### src/rtl/key_store_pkg.sv
package key_store_pkg;
  typedef enum logic [1:0] {
    MODE_SECURE = 2'd0,
    MODE_ERASE  = 2'd1,
    MODE_OPEN   = 2'd2
  } kmode_e;
endpackage

### src/rtl/key_mode_fsm.sv
module key_mode_fsm
  import key_store_pkg::*;
#(
  parameter int NUM_KEYS = 6,
  parameter int ADDR_W   = 3
) (
  input  logic              clk_i,
  input  logic              rst_ni,
  input  logic              lock_i,
  input  logic              unlock_i,
  output logic              busy_o,
  output logic              secure_o,
  output logic              cfg_clear_o,
  output logic [ADDR_W-1:0] erase_addr_o
);
  localparam logic [ADDR_W-1:0] LAST = ADDR_W'(NUM_KEYS - 1);

  kmode_e            mode_q;
  logic [ADDR_W-1:0] ptr_q;
  logic              clr_q;

  always_ff @(posedge clk_i or negedge rst_ni) begin
    if (!rst_ni) begin
      mode_q <= MODE_SECURE;
      ptr_q  <= '0;
      clr_q  <= 1'b0;
    end else begin
      clr_q <= 1'b0;
      unique case (mode_q)
        MODE_SECURE: if (unlock_i) begin
          mode_q <= MODE_ERASE;
          ptr_q  <= '0;
        end
        MODE_ERASE: begin
          if (ptr_q == LAST) begin
            mode_q <= MODE_OPEN;
            clr_q  <= 1'b1;
          end else begin
            ptr_q <= ptr_q + 1'b1;
          end
        end
        MODE_OPEN: if (lock_i) mode_q <= MODE_SECURE;
        default: mode_q <= MODE_SECURE;
      endcase
    end
  end

  assign busy_o       = (mode_q == MODE_ERASE);
  assign secure_o     = (mode_q == MODE_SECURE);
  assign cfg_clear_o  = clr_q;
  assign erase_addr_o = ptr_q;

  assert_clear_after_erase_R5: assert property (@(posedge clk_i) disable iff (!rst_ni)
    $fell(busy_o) |-> cfg_clear_o);
  assert_clear_single_R5: assert property (@(posedge clk_i) disable iff (!rst_ni)
    cfg_clear_o |=> !cfg_clear_o);
  assert_erase_from_secure_R5: assert property (@(posedge clk_i) disable iff (!rst_ni)
    $rose(busy_o) |-> $past(secure_o));
  assert_lock_needs_req_R4: assert property (@(posedge clk_i) disable iff (!rst_ni)
    $rose(secure_o) |-> $past(lock_i));
endmodule

### src/rtl/key_array.sv
module key_array #(
  parameter int NUM_KEYS = 6,
  parameter int KEY_W    = 56,
  parameter int ADDR_W   = 3
) (
  input  logic              clk_i,
  input  logic              we_i,
  input  logic [ADDR_W-1:0] waddr_i,
  input  logic [KEY_W-1:0]  wdata_i,
  input  logic [ADDR_W-1:0] raddr_i,
  output logic [KEY_W-1:0]  rdata_o
);
  // No reset: contents model a store that survives reset.
  logic [KEY_W-1:0] mem_q [NUM_KEYS];

  always_ff @(posedge clk_i) begin
    for (int i = 0; i < NUM_KEYS; i++) begin
      if (we_i && waddr_i == ADDR_W'(i)) mem_q[i] <= wdata_i;
    end
  end

  always_comb begin
    rdata_o = '0;
    for (int i = 0; i < NUM_KEYS; i++) begin
      if (raddr_i == ADDR_W'(i)) rdata_o = mem_q[i];
    end
  end
endmodule

### src/rtl/key_read_gate.sv
module key_read_gate #(
  parameter int KEY_W = 56
) (
  input  logic             clk_i,
  input  logic             rst_ni,
  input  logic             acc_i,
  input  logic             rd_i,
  input  logic             addr_ok_i,
  input  logic             secure_i,
  input  logic [KEY_W-1:0] arr_rdata_i,
  output logic [KEY_W-1:0] rdata_o,
  output logic             rvalid_o,
  output logic             denied_o,
  output logic             addr_err_o
);
  logic rd_ok;
  assign rd_ok = acc_i & rd_i & addr_ok_i;

  always_ff @(posedge clk_i or negedge rst_ni) begin
    if (!rst_ni) begin
      rdata_o    <= '0;
      rvalid_o   <= 1'b0;
      denied_o   <= 1'b0;
      addr_err_o <= 1'b0;
    end else begin
      rvalid_o   <= acc_i & rd_i;
      addr_err_o <= acc_i & ~addr_ok_i;
      denied_o   <= rd_ok & secure_i;
      rdata_o    <= (rd_ok & ~secure_i) ? arr_rdata_i : '0;
    end
  end

  assert_denied_zero_R3: assert property (@(posedge clk_i) disable iff (!rst_ni)
    denied_o |-> (rdata_o == '0) && rvalid_o);
  assert_addr_err_zero_R8: assert property (@(posedge clk_i) disable iff (!rst_ni)
    addr_err_o |-> (rdata_o == '0) && !denied_o);
endmodule

### src/rtl/key_store_ctrl.sv
module key_store_ctrl #(
  parameter int NUM_KEYS = 6,
  parameter int KEY_W    = 56,
  parameter int ADDR_W   = (NUM_KEYS > 1) ? $clog2(NUM_KEYS) : 1
) (
  input  logic              clk_i,
  input  logic              rst_ni,
  input  logic              req_i,
  input  logic              we_i,
  input  logic [ADDR_W-1:0] addr_i,
  input  logic [KEY_W-1:0]  wdata_i,
  input  logic              lock_i,
  input  logic              unlock_i,
  output logic [KEY_W-1:0]  rdata_o,
  output logic              rvalid_o,
  output logic              denied_o,
  output logic              addr_err_o,
  output logic              busy_o,
  output logic              secure_o,
  output logic              cfg_clear_o
);
  logic [ADDR_W-1:0] erase_addr;
  logic              acc, addr_ok, host_we, arr_we;
  logic [ADDR_W-1:0] arr_waddr;
  logic [KEY_W-1:0]  arr_wdata, arr_rdata;

  key_mode_fsm #(.NUM_KEYS(NUM_KEYS), .ADDR_W(ADDR_W)) u_fsm (
    .clk_i, .rst_ni, .lock_i, .unlock_i,
    .busy_o, .secure_o, .cfg_clear_o,
    .erase_addr_o(erase_addr)
  );

  assign acc       = req_i & ~busy_o;
  assign addr_ok   = {1'b0, addr_i} < (ADDR_W + 1)'(NUM_KEYS);
  assign host_we   = acc & we_i & addr_ok;
  assign arr_we    = busy_o | host_we;
  assign arr_waddr = busy_o ? erase_addr : addr_i;
  assign arr_wdata = busy_o ? '0 : wdata_i;

  key_array #(.NUM_KEYS(NUM_KEYS), .KEY_W(KEY_W), .ADDR_W(ADDR_W)) u_arr (
    .clk_i, .we_i(arr_we), .waddr_i(arr_waddr), .wdata_i(arr_wdata),
    .raddr_i(addr_i), .rdata_o(arr_rdata)
  );

  key_read_gate #(.KEY_W(KEY_W)) u_gate (
    .clk_i, .rst_ni, .acc_i(acc), .rd_i(~we_i), .addr_ok_i(addr_ok),
    .secure_i(secure_o), .arr_rdata_i(arr_rdata),
    .rdata_o, .rvalid_o, .denied_o, .addr_err_o
  );

  assert_busy_no_resp_R7: assert property (@(posedge clk_i) disable iff (!rst_ni)
    $past(busy_o) |-> !rvalid_o && !denied_o && !addr_err_o);
  assert_open_no_denial_R2: assert property (@(posedge clk_i) disable iff (!rst_ni)
    !$past(secure_o) |-> !denied_o);
endmodule

### config.mk
export PLATFORM = sky130hd
export DESIGN_NAME = key_store_ctrl
export DESIGN_NICKNAME = d
export VERILOG_FILES = /design/src/rtl/key_store_pkg.sv /design/src/rtl/key_mode_fsm.sv /design/src/rtl/key_array.sv /design/src/rtl/key_read_gate.sv /design/src/rtl/key_store_ctrl.sv
export SDC_FILE = /design/constraint.sdc
export NUM_CORES = 1
export LEC_CHECK = 0
export CORE_UTILIZATION = 40
export DETAILED_ROUTE_END_ITERATION = 8
export GPL_ROUTABILITY_DRIVEN = 0
export PLACE_DENSITY_LB_ADDON = 0.15
export SKIP_CTS_REPAIR_TIMING = 1
export SLEW_MARGIN = 0
export SYNTH_ARGS = -nofsm -noshare
export SYNTH_HDL_FRONTEND = slang
export SYNTH_HIERARCHICAL = 1
export SYNTH_SLANG_ARGS = --single-unit
### constraint.sdc
create_clock -name clk_i -period 16.3 [get_ports clk_i]
set_input_delay 3.26 -clock clk_i [delete_from_list [all_inputs] [get_ports clk_i]]
set_output_delay 3.26 -clock clk_i [all_outputs]
set_load 0.03 [all_outputs]
After elaboration in Yosys (flattened, before gate mapping)
Memory sizes are Yosys's and may differ from the RTL's. Index checks and enable logic that the tools add are counted.

Bits in registers: 65. Memory bits (writable): 336. Input port bits: 65. Output and inout port bits: 62. Logic and storage cells: 102. Memories: 1.

Memory list: u_arr.mem_q (depth 6, bits a word 56, read ports 6, clocked after Yosys merged registers in 0, wr ports 1, line key_array.sv:14) `logic [KEY_W-1:0] mem_q [NUM_KEYS];`.

$add $sub $neg: 1. $lt $le $gt $ge: 1. Equality and inequality tests: 17. Muxes and demuxes: 45. Bitwise logic cells: 13. Reductions and logical operators: 17.

Operators by type and width (count): $mux W56 (13); $reduce_or A56 Y1 (5); $mux W3 (8); $mux W1 (19); $eq A3 B3 Y1 const B (5); $eq A3 B2 Y1 const B (4); $and A1 B1 Y1 (8); $eq A3 B1 Y1 const B (2); $logic_and A1 B1 Y1 (6); $logic_not A3 Y1 (2); $mux W2 (3); $ne A2 B2 Y1 const B (3); $pmux W2 S3 (1); $pmux W3 S2 (1); $reduce_and A3 Y1 (2); $not A1 Y1 (4); $add A3 B1 Y3 const B (1); $lt A3 B3 Y1 const B (1); $eq A2 B1 Y1 const B (1); $eq A2 B2 Y1 const B (1); $logic_not A2 Y1 (1); $ne A2 B1 Y1 const B (1); $reduce_bool A2 Y1 (1); $or A1 B1 Y1 (1).

Logic depth before layout (Yosys ltp)
Gate-level depths: netlist of run 1.

Word-level depth: 15. Gate-level depth with buffers: 8. Mapped depth without buffers: 5.

Modules after synthesis
The synthesis of run 1 kept the hierarchy.

Modules (own cells, without submodules): key_array (times used 1, cells each 803, area each 13380.3 sq um, seq. area each 10089.7 sq um); key_read_gate (times used 1, cells each 125, area each 1915.6 sq um, seq. area each 1476.4 sq um); key_store_ctrl (times used 1, cells each 69, area each 442.9 sq um, seq. area each 0.0 sq um); key_mode_fsm (times used 1, cells each 31, area each 311.5 sq um, seq. area each 150.1 sq um).

Worst setup path before layout of run 1
OpenSTA, ideal clock, no wires.

Kind: in2reg. Start: input addr_i[0]. End: memory u_arr.mem_q[0][0] (enable). Arrival: 7501 ps. Slack: 8260 ps. Cell stages on the path: 3. Path buffers: 0. Cell sequence: mux2_2 > nand2b_1 > nor3_1.

Longest elaborated chain between the ends: 12.

RTL lines: from (decl) (line key_store_ctrl.sv:10) `input logic [ADDR_W-1:0] addr_i,`; $lt A3 B3 Y1 (line key_store_ctrl.sv:34) `assign addr_ok = {1'b0, addr_i} < (ADDR_W + 1)'(NUM_KEYS);`; $and A1 B1 Y1 (line key_store_ctrl.sv:35) `assign host_we = acc & we_i & addr_ok;`; $or A1 B1 Y1 (line key_store_ctrl.sv:36) `assign arr_we = busy_o | host_we;`; $logic_and A1 B1 Y1 (line key_array.sv:18) `if (we_i && waddr_i == ADDR_W'(i)) mem_q[i] <= wdata_i;`; $mux W1 (line key_array.sv:18); $mux W1 (implied by the code) (line key_array.sv:18); $reduce_or A56 Y1 (no line); $mux W3 (no line) / $mux W1 (equally long branches) (5 in a row); to (decl) (line key_array.sv:14).

Parallel ways exist; a longest one is shown, timed or not.

Worst setup path in the final report of run 1
Start: input addr_i[1]. End: memory u_arr.mem_q[2][28] (enable).

RTL lines: $mux W3 * (line key_store_ctrl.sv:37) `assign arr_waddr = busy_o ? erase_addr : addr_i;`; via arr_waddr[1] (line key_store_ctrl.sv:24) `logic [ADDR_W-1:0] arr_waddr;`; $eq A3 B1 Y1 (line key_array.sv:18); $logic_and A1 B1 Y1 (line key_array.sv:18); $mux W1 (line key_array.sv:18); $mux W1 (implied by the code) (line key_array.sv:18); $reduce_or A56 Y1 (no line); $mux W3 (no line) / $mux W1 (equally long branches) (5 in a row).

Mark *: on every way through the listed nets, which the timed path passes. The rest lies on a longest branch.

==> results.txt, run 1 <==
outcome: complete, no violations
number of global-route vias before repair: 8817
# setup viols final: 0
longest individual stage delay on the worst path: 0.81 ns
most area-consuming cells after synthesis: edfxtp_1 (63%), dfrtp_1 (10%), nor2b_1 (4.5%), mux2i_1 (3.5%), a32oi_1 (3.1%)
leftover overflow at the end of global routing: 0
multi-input gate area in the final layout: 3935 sq um
overall die area: 40930 sq um
sink count of the clock tree: 401
Setup TNS Final: 0 ns
Placeable Area: 39640 sq um
clock latency on the worst-skew pair: 0.54 ns
site row count: 73
cell with the largest stage delay on the worst path: buf_6
category of the critical setup timing path: primary input to register
area taken by flip-flops and latches: 11720 sq um
worst r2r src: u_fsm/mode_q[1]$_DFFE_PN0P_
# placed instances: 1618
fraction of final layout cells with drive strength greater than 1: 8.540%
startpoint of the tightest hold check path: u_arr/mem_q[4][4]$_DFFE_PP_
vias per cell: 5.127
buffer cell driving the clock tree root: clkbuf_16
PD cells: 166.6 nW/um^2
most numerous cell in the Yosys netlist: edfxtp_1
final hold violations: 0
number of cell instances on the worst register-to-register path: 7
Final ANT Viol Nets: 0
number of antenna violations at the first check in global routing: 0
Max transition margin: 15.19%
time the worst path needs with I/O delays and setup: 5.730 ns
overall global routing resource usage: 17.35%
Crit path arrival time: 5.88 ns
number of storage elements in the synthesis netlist: 401
final WL: 35220 microns
# IOs: 127
Period Utilization, post-route: 35.15%
non-filler instance count after layout: 1696
number of instances on the worst hold path: 3
area overhead of the layout relative to synthesis: 18.96%
maximum number of pins on one net before global-route repair: 118
fill cell count: 3432
Worst Clk Skew: 0.01750 ns
die height: 202.3 microns
count of synthesis-stage warnings from yosys: 6
most frequently used flop master after synthesis: edfxtp_1
count of unresolved DRC violations after routing: 0
fraction of registers with async set or reset after synthesis: 16.21%
number of buffers created by CTS: 42
number of iterations in the first detailed-routing pass: 5
worst min-delay path category: register to register
max-capacitance violation count: 0
Pleak: 6.523 nW
Critical Path Start Type: primary input
number of nets in the layout: 1204
mean area per synthesized cell: 15.61 sq um
initial standard-cell utilization of the core: 40.49%
share of the synthesized area in the top cell type: 62.86%
Max Slew Vio Count: 0
capture instance of the worst register-to-register path: u_arr/mem_q[2][28]$_DFFE_PP_
share of the yosys chip area belonging to registers: 73.00%
Critical Path Sink Type: register
I/O Buffers: 126
worst-path maximum fanout: 117
instance count of the mapped netlist: 1028
H-tree lvl count: 2
number of flops mapped to enable cells by yosys: 336
post-detail-place hpwl: 17490 microns
Min Hold Slack: 0.5701 ns
chip width: 202.3 microns
count of distinct cell types in the synthesized netlist: 34
CP bufs+invs: 2
wire length of the first global-routing pass: 53830 microns
maximum clock insertion buffer count: 3
drt wl/cell: 20.77 microns
CTS tree: done
count of vias placed by the detailed router: 8696
Post-synth top cells: edfxtp_1 (336), nor2b_1 (115), dfrtp_1 (65)
Post-Syn Area: 16050 sq um
register-to-register path setup slack: 12.57 ns
largest area contributor in the synthesized netlist: edfxtp_1
setup repair after global routing missed its margin: false
net count of the mapped netlist: 1095
capture endpoint of the worst hold path: u_gate/rdata_o[4]$_DFF_PN0_
top achievable clock speed: 0.1745 GHz
required time of the worst setup path: 16.45 ns
number of violations reported at the end of detailed-routing iteration 0: 478
top cell family by delay on the critical path: buffers and inverters
Worst Max-Slew Pin Slew: 1.272 ns
number of antenna diodes: 0
PnR Total Power: 3.181 mW
clock input transition at the sequential cells of the worst setup and hold paths: 0.06 ns
maximum ir drop on the vdd rail: 86.63 uV
cell breakdown of the critical path: buf_6 > mux2_2 > nand2b_1 > nor2_4 > buf_4
## stage by stage
stage / area, sq um / utilization (%) / setup slack, ns
detailed placement: 17680 / 44.60 / 9.944
global placement: 17680 / 44.60 / 9.982
floorplan: 16050 / - / 8.260
CTS: 19090 / 48.17 / 10.51
finish: 19090 / 48.17 / 10.57
global route: 19090 / 48.17 / 10.39
## cell families (layout without fill, tap and decap cells)
kind of cell / Yosys count / in the layout / share of synthesized area [%]
flip-flops: 401 / 401 / 73.00
buffers and inverters: 78 / 221 / 2.845
AO/OA/AOI/OAI: 178 / 178 / 8.723
adder cells (fa/ha/maj): 2 / 2 / 0.1559
multiplexers: 60 / 60 / 3.796
AND/OR/NAND/NOR: 309 / 309 / 11.48
## layer usage
layer  track usage, %  up-vias  share of wire [%]  routed length, microns
met3            2.741       44                4.3                    1527
met5                0        -                  0                       0
met1            24.63     4384                 47                   16550
met4            4.055        0                1.6                     554
li1                 -     4091                  -                       -
met2            28.00      177                 47                   16600
## worst min-delay path, stage by stage, from the launching register on
cell      delay [ns]
edfxtp_1        0.32
nand2_1         0.04
o211ai_1        0.06
and2_1          0.11
## registers in the layout, summed over array words and instances, names as in the netlist
signal,count
u_gate/rvalid_o,1
u_gate/denied_o,1
u_gate/addr_err_o,1
u_arr/mem_q,336
u_fsm/mode_q,2
u_gate/rdata_o,56
u_fsm/erase_addr_o,3
u_fsm/cfg_clear_o,1
## how the worst max path moves through the flow
| stage | start | end | slack (ns) | depth (start not counted) |
|---|---|---|---|---|
| after global routing | addr_i[1] | u_arr/mem_q[2][37]$_DFFE_PP_ | 10.39 | 5 |
| after floorplan | addr_i[0] | u_arr/mem_q[0][0]$_DFFE_PP_ | 8.26 | 3 |
| final | addr_i[1] | u_arr/mem_q[2][28]$_DFFE_PP_ | 10.57 | 5 |
| after detailed placement | addr_i[1] | u_arr/mem_q[2][37]$_DFFE_PP_ | 9.94 | 5 |
| after global placement | addr_i[1] | u_arr/mem_q[2][33]$_DFFE_PP_ | 9.98 | 5 |
| after CTS | addr_i[1] | u_arr/mem_q[2][37]$_DFFE_PP_ | 10.51 | 5 |
## placed cells by master, fill, tap and decap left out, types with 2 or more instances in the layout
master | synthesis | routed
o21ai_0 | 2 | 2
a21oi_1 | 2 | 2
nor3_2 | 0 | 2
mux2_2 | 3 | 3
nand3b_1 | 56 | 56
clkinv_1 | 0 | 6
o21a_1 | 56 | 56
nand2_1 | 59 | 59
buf_6 | 7 | 2
bufinv_16 | 0 | 4
a32oi_1 | 56 | 56
edfxtp_1 | 336 | 336
clkbuf_1 | 22 | 7
nor2b_1 | 115 | 114
nor3_1 | 4 | 2
a22o_1 | 2 | 2
buf_4 | 5 | 15
inv_1 | 4 | 3
and2_1 | 58 | 57
clkbuf_8 | 0 | 4
nor2_4 | 0 | 4
ha_1 | 2 | 2
mux2i_1 | 56 | 56
dfrtp_1 | 65 | 65
clkdlybuf4s50_1 | 0 | 122
clkbuf_16 | 0 | 45
nand2b_1 | 6 | 6
clkinv_2 | 0 | 12
nor2_1 | 7 | 3
o211ai_1 | 56 | 56
## cell type report
type | instances | area share (%)
clock buffers | 56 | 6.324
clock inverters | 22 | 1.075
inverters | 4 | 0.08519
multi-input cells | 549 | 20.61
flip-flops and latches | 401 | 61.36
well taps | 525 | 3.440
repair buffers | 139 | 7.104
## power by group
group	internal (mW)	total (mW)	switching, mW
Combinational	0.172	0.617	0.446
Clock	0.583	0.966	0.382
Sequential	1.53	1.60	0.0656
Total	2.29	3.18	0.893
Power figures use the tool's default switching activity.
==> inputs of run 2 (changes only) <==
- clock period: 16.3 -> 5.4 ns (I/O delays scaled with it)
==> run 2 against run 1 <==
Die area did not move. Count of clock-buffer cells in the layout is 8 higher. Cell area is 0.30% higher. Wire length fell by 2.2%. Global-route usage is 0.19 points lower. Via count fell by 0.66%. Sequential power grew to 3.0 times the previous value. First-iteration DRC count increased by 2.7%. Highest routed layer unchanged. Combinational power grew to 3.1 times the previous value. Non-clock buffer count increased by 2.
==> results.txt, run 2 (same netlist as run 1, synthesis figures left out) <==
outcome: complete, no violations (unchanged)
longest individual stage delay on the worst path: 0.82 ns (was 0.81 ns)
post-detail-place hpwl: 18390 microns (was 17490 microns)
Max transition margin: 29.98% (was 15.19%)
PD cells: 501.8 nW/um^2 (was 166.6 nW/um^2)
largest reg by FF count: u_arr/mem_q (unchanged)
Placeable Area: 39640 sq um (unchanged)
worst min-delay path category: register to register (unchanged)
Post-Place Worst Slack: 1.552 ns (was 9.944 ns)
number of nets in the layout: 1207 (was 1204)
Period Utilization, post-route: 69.74%
# setup viols final: 0 (unchanged)
leftover overflow at the end of global routing: 0 (unchanged)
non-filler instance count after layout: 1699 (was 1696)
maximum ir drop on the vdd rail: 283.4 uV (was 86.63 uV)
clock input transition at the sequential cells of the worst setup and hold paths: 0.06 ns (about the same)
wire length of the first global-routing pass: 53580 microns (was 53830 microns)
worst-path maximum fanout: 45 (was 117)
Worst Max-Slew Pin Slew: 1.048 ns (was 1.272 ns)
maximum number of pins on one net before global-route repair: 98 (was 118)
clock latency on the worst-skew pair: 0.53 ns (was 0.54 ns)
Min Hold Slack: 0.5575 ns (was 0.5701 ns)
final worst slack: 1.634 ns (was 10.57 ns)
die height: 202.3 microns (unchanged)
cell breakdown of the critical path: nand2b_1 > clkinv_2 > mux2_2 > nand2b_1 > nor2_4 > buf_4 (was buf_6 > mux2_2 > nand2b_1 > nor2_4 > buf_4)
count of unresolved DRC violations after routing: 0 (unchanged)
required time of the worst setup path: 5.61 ns (was 16.45 ns)
Largest register FFs: 336 (unchanged)
chip width: 202.3 microns (unchanged)
number of buffers created by CTS: 43 (was 42)
overall global routing resource usage: 17.16% (was 17.35%)
buffer cell driving the clock tree root: clkbuf_16 (unchanged)
Worst Clk Skew: 0.01048 ns (was 0.01750 ns)
Pleak: 6.530 nW (was 6.523 nW)
vias per cell: 5.085 (was 5.127)
number of global-route vias before repair: 8853 (was 8817)
Critical Path Sink Type: register (unchanged)
leading cell types in the layout, fill and taps excluded: edfxtp_1 (336), clkdlybuf4s50_1 (122), nor2b_1 (114), dfrtp_1 (65), nand2_1 (59) (unchanged)
final WL: 34470 microns (was 35220 microns)
site row count: 73 (unchanged)
number of violations reported at the end of detailed-routing iteration 0: 491 (was 478)
time the worst path needs with I/O delays and setup: 3.766 ns
Crit path arrival time: 3.98 ns (was 5.88 ns)
number of antenna violations at the first check in global routing: 0 (unchanged)
leading cell type in the layout, fill and taps excluded: edfxtp_1 (unchanged)
area overhead of the layout relative to synthesis: 19.32% (was 18.96%)
CP dominant cell by count: nand2b_1
# IOs: 127 (unchanged)
initial standard-cell utilization of the core: 40.49% (unchanged)
CTS tree: done (unchanged)
category of the critical setup timing path: register to register (was primary input to register)
fill cell count: 3464 (was 3432)
count of vias placed by the detailed router: 8639 (was 8696)
overall die area: 40930 sq um (unchanged)
maximum clock insertion buffer count: 3 (unchanged)
I/O Buffers: 126 (unchanged)
Max Slew Vio Count: 0 (unchanged)
fraction of final layout cells with drive strength greater than 1: 8.092% (was 8.540%)
max-capacitance violation count: 0 (unchanged)
# placed instances: 1620 (was 1618)
setup repair after global routing missed its margin: false (unchanged)
top achievable clock speed: 0.2655 GHz
Setup TNS Final: 0 ns (unchanged)
drt wl/cell: 20.29 microns (was 20.77 microns)
Critical Path Start Type: register (was primary input)
number of iterations in the first detailed-routing pass: 5 (unchanged)
H-tree lvl count: 2 (unchanged)
Final ANT Viol Nets: 0 (unchanged)
number of antenna diodes: 0 (unchanged)
sink count of the clock tree: 401 (unchanged)
final hold violations: 0 (unchanged)
cell with the largest stage delay on the worst path: nor2_4 (was buf_6)
## run 2: cell count changes in the layout (fill, tap and decap cells not counted)
cell and change:
nor3_2 -2, nor3_4 +2, buf_12 +3, clkbuf_1 +8, clkinvlp_4 -1, buf_4 -1
clkinv_2 -6
## run 2: worst paths after layout
| check | endpoint | cells after the start | slack, ns | startpoint |
|---|---|---|---|---|
| setup / recovery | u_arr/mem_q[3][38]$_DFFE_PP_ | 6 | 1.63 | u_fsm/mode_q[1]$_DFFE_PN0P_ |
| hold / removal | u_fsm/erase_addr_o[1]$_DFFE_PN0P_ | 1 | 0.56 | u_fsm/erase_addr_o[1]$_DFFE_PN0P_ |
| setup reg to reg | u_arr/mem_q[3][38]$_DFFE_PP_ | 6 | 1.63 | u_fsm/mode_q[1]$_DFFE_PN0P_ |
| hold reg to reg | u_fsm/erase_addr_o[1]$_DFFE_PN0P_ | 1 | 0.56 | u_fsm/erase_addr_o[1]$_DFFE_PN0P_ |
| max in group asynchronous | u_gate/rdata_o[15]$_DFF_PN0_ | 1 | 4.02 | rst_ni |
| min in group asynchronous | u_gate/rdata_o[50]$_DFF_PN0_ | 1 | 0.73 | rst_ni |
## run 2: stage by stage
stage          util (%)  total power, mW  cell area [sq um]
3_5_place_dp      44.77            6.828              17750
4_1_cts           48.31            9.748              19150
2_1_floorplan         -            6.056              16060
5_1_grt           48.31            10.08              19150
3_3_place_gp      44.77            6.777              17750
6_report          48.31            9.610              19150
## run 2: where the power goes
group / switching [mW] / internal [mW]
Clock: 1.14 / 1.77
Sequential: 0.198 / 4.62
Combinational: 1.34 / 0.551
Total: 2.67 / 6.94
## run 2: layout make-up
class	instances	area [sq um]	share of cell area, %
sequential	401	11720	61.18
tap	525	656.9	3.430
clock buffer	64	1237	6.462
timing repair buffer	141	1409	7.357
inverter	4	16.27	0.08493
clock inverter	15	167.7	0.8755
multi-input combinational	549	3948	20.61
## run 2: worst max-delay path, delay by kind of cell (launching register included)
family	cells	cell delay, ns
muxes	1	0.61
DFF	1	0.44
buffers and inverters	2	1.09
and+or+nand+nor	3	1.28
## run 2: routing by layer
layer  share of wire (%)  global-route usage [%]  vias up
met3                 4.1                   2.677       41
met1                  46                   23.92     4306
met5                   0                       0        -
met2                  48                   28.25      190
li1                    -                       -     4102
met4                 1.5                   3.921        0
==> inputs of run 3 (changes only) <==
- clock period: 5.4 -> 3.3 ns (I/O delays scaled with it)
==> run 3 against run 2 <==
Global-route usage is 0.27 points higher. Worst hold slack worse by 0.27 ns. Power is 68% higher. Non-clock buffer count is 15 higher. Sequential cell count stayed put. Critical endpoint is now busy_o. Largest power group unchanged.
==> results.txt, run 3 (same netlist as run 1, synthesis figures left out) <==
outcome: complete, no violations (unchanged)
maximum clock insertion buffer count: 3 (unchanged)
Setup TNS Final: 0 ns (unchanged)
number of iterations in the first detailed-routing pass: 5 (unchanged)
Period Utilization, post-route: 85.85%
Max Slew Vio Count: 0 (unchanged)
Crit path arrival time: 2.17 ns (was 3.98 ns)
maximum number of pins on one net before global-route repair: 82 (was 98)
Placed Area: 17920 sq um (was 17750 sq um)
worst-path maximum fanout: 21 (was 45)
# IOs: 127 (unchanged)
cell with the largest stage delay on the worst path: clkdlybuf4s50_1 (was nor2_4)
fraction of final layout cells with drive strength greater than 1: 10.67% (was 8.092%)
Worst Clk Skew: 0.02423 ns (was 0.01048 ns)
Max transition margin: 32.83% (was 29.98%)
number of buffers created by CTS: 43 (unchanged)
top achievable clock speed: 0.3530 GHz
count of vias placed by the detailed router: 8731 (was 8639)
overall die area: 40930 sq um (unchanged)
longest individual stage delay on the worst path: 0.75 ns (was 0.82 ns)
leftover overflow at the end of global routing: 0 (unchanged)
clock latency on the worst-skew pair: 0.54 ns (was 0.53 ns)
wire length of the first global-routing pass: 54240 microns (was 53580 microns)
H-tree lvl count: 2 (unchanged)
worst min-delay path category: primary input to asynchronous set/reset pin (was register to register)
chip width: 202.3 microns (unchanged)
Placeable Area: 39640 sq um (unchanged)
site row count: 73 (unchanged)
largest reg by FF count: u_arr/mem_q (unchanged)
PD cells: 831.9 nW/um^2 (was 501.8 nW/um^2)
number of violations reported at the end of detailed-routing iteration 0: 385 (was 491)
non-filler instance count after layout: 1715 (was 1699)
leading cell types in the layout, fill and taps excluded: edfxtp_1 (336), clkdlybuf4s50_1 (122), nor2b_1 (114), dfrtp_1 (65), nand2_1 (59) (unchanged)
initial standard-cell utilization of the core: 40.49% (unchanged)
time the worst path needs with I/O delays and setup: 2.833 ns
Critical Path Sink Type: output port (was register)
overall global routing resource usage: 17.43% (was 17.16%)
Final ANT Viol Nets: 0 (unchanged)
die height: 202.3 microns (unchanged)
area overhead of the layout relative to synthesis: 21.10% (was 19.32%)
# placed instances: 1635 (was 1620)
leading cell type in the layout, fill and taps excluded: edfxtp_1 (unchanged)
# setup viols final: 0 (unchanged)
number of antenna violations at the first check in global routing: 0 (unchanged)
number of antenna diodes: 0 (unchanged)
setup repair after global routing missed its margin: false (unchanged)
number of nets in the layout: 1222 (was 1207)
clock input transition at the sequential cells of the worst setup and hold paths: 0.06 ns (about the same)
I/O Buffers: 126 (unchanged)
final WL: 35040 microns (was 34470 microns)
Worst Max-Slew Pin Slew: 1.007 ns (was 1.048 ns)
PnR Total Power: 16.17 mW (was 9.610 mW)
cell breakdown of the critical path: nand2b_4 > inv_4 > clkdlybuf4s50_1 (was nand2b_1 > clkinv_2 > mux2_2 > nand2b_1 > nor2_4 > buf_4)
number of global-route vias before repair: 8986 (was 8853)
Largest register FFs: 336 (unchanged)
count of unresolved DRC violations after routing: 0 (unchanged)
finished layout cell area: 19440 sq um (was 19150 sq um)
Pleak: 6.678 nW (was 6.530 nW)
maximum ir drop on the vdd rail: 475.5 uV (was 283.4 uV)
CTS tree: done (unchanged)
vias per cell: 5.091 (was 5.085)
post-detail-place hpwl: 19340 microns (was 18390 microns)
final hold violations: 0 (unchanged)
category of the critical setup timing path: register to output port (was register to register)
drt wl/cell: 20.43 microns (was 20.29 microns)
max-capacitance violation count: 0 (unchanged)
Critical Path Start Type: register (unchanged)
required time of the worst setup path: 2.64 ns (was 5.61 ns)
buffer cell driving the clock tree root: clkbuf_16 (unchanged)
sink count of the clock tree: 401 (unchanged)
==> run 3: cell types whose count changed in the layout (fill, tap and decap cells not counted), sizes merged <==
cell	before	now
clkinvlp	0	4
clkbuf	64	54
inv	3	7
bufinv	4	7
buf	19	34
==> run 3: per-layer routing <==
layer / track usage, % / routed length (microns) / vias up
li1: - / - / 4142
met1: 24.05 / 16200 / 4366
met2: 28.50 / 16750 / 164
met3: 2.548 / 1219 / 59
met4: 5.290 / 867 / 0
met5: 0 / 0 / -
==> run 3: metrics by stage <==
stage,util [%],hold slack [ns],setup slack (ns)
2_1_floorplan,-,0.3644,-0.04397
3_3_place_gp,45.20,0.5479,0.8087
3_5_place_dp,45.20,0.5575,0.7456
4_1_cts,49.03,0.3269,0.4478
5_1_grt,49.03,0.3708,0.3811
6_report,49.03,0.2919,0.4669
==> run 3: final timing paths <==
| path | start | end | slack (ns) | depth (start not counted) |
|---|---|---|---|---|
| setup / recovery | u_fsm/mode_q[1]$_DFFE_PN0P_ | busy_o | 0.47 | 3 |
| hold / removal | rst_ni | u_gate/rdata_o[47]$_DFF_PN0_ | 0.29 | 1 |
| setup reg to reg | u_fsm/mode_q[1]$_DFFE_PN0P_ | u_arr/mem_q[0][27]$_DFFE_PP_ | 0.80 | 6 |
| hold reg to reg | u_arr/mem_q[4][34]$_DFFE_PP_ | u_gate/rdata_o[34]$_DFF_PN0_ | 0.57 | 3 |
| max in group asynchronous | rst_ni | u_gate/rdata_o[19]$_DFF_PN0_ | 2.36 | 1 |
| min in group clk_i | addr_i[2] | u_gate/addr_err_o$_DFF_PN0_ | 0.57 | 3 |
==> run 3: layout make-up <==
cell class | instances | area (sq um)
Clock buffer | 54 | 1179
Clock inverter | 26 | 341.6
Fill cell | 3407 | 20200
Inverter | 4 | 17.52
Multi-Input combinational cell | 549 | 3955
Sequential cell | 401 | 11720
Tap cell | 525 | 656.9
Timing Repair Buffer | 156 | 1572
==> run 3: where the power goes <==
| group | switching [mW] | total, mW | internal, mW |
|---|---|---|---|
| clock network | 1.98 | 5.09 | 3.10 |
| logic | 2.22 | 3.21 | 0.990 |
| registers | 0.332 | 7.88 | 7.54 |
==> run 3: worst max-delay path: cells and delay by family, from the launching register on <==
family	cells	cell delay [ns]
buffers and inverters	2	1.01
flip-flops	1	0.44
AND/OR/NAND/NOR	1	0.19
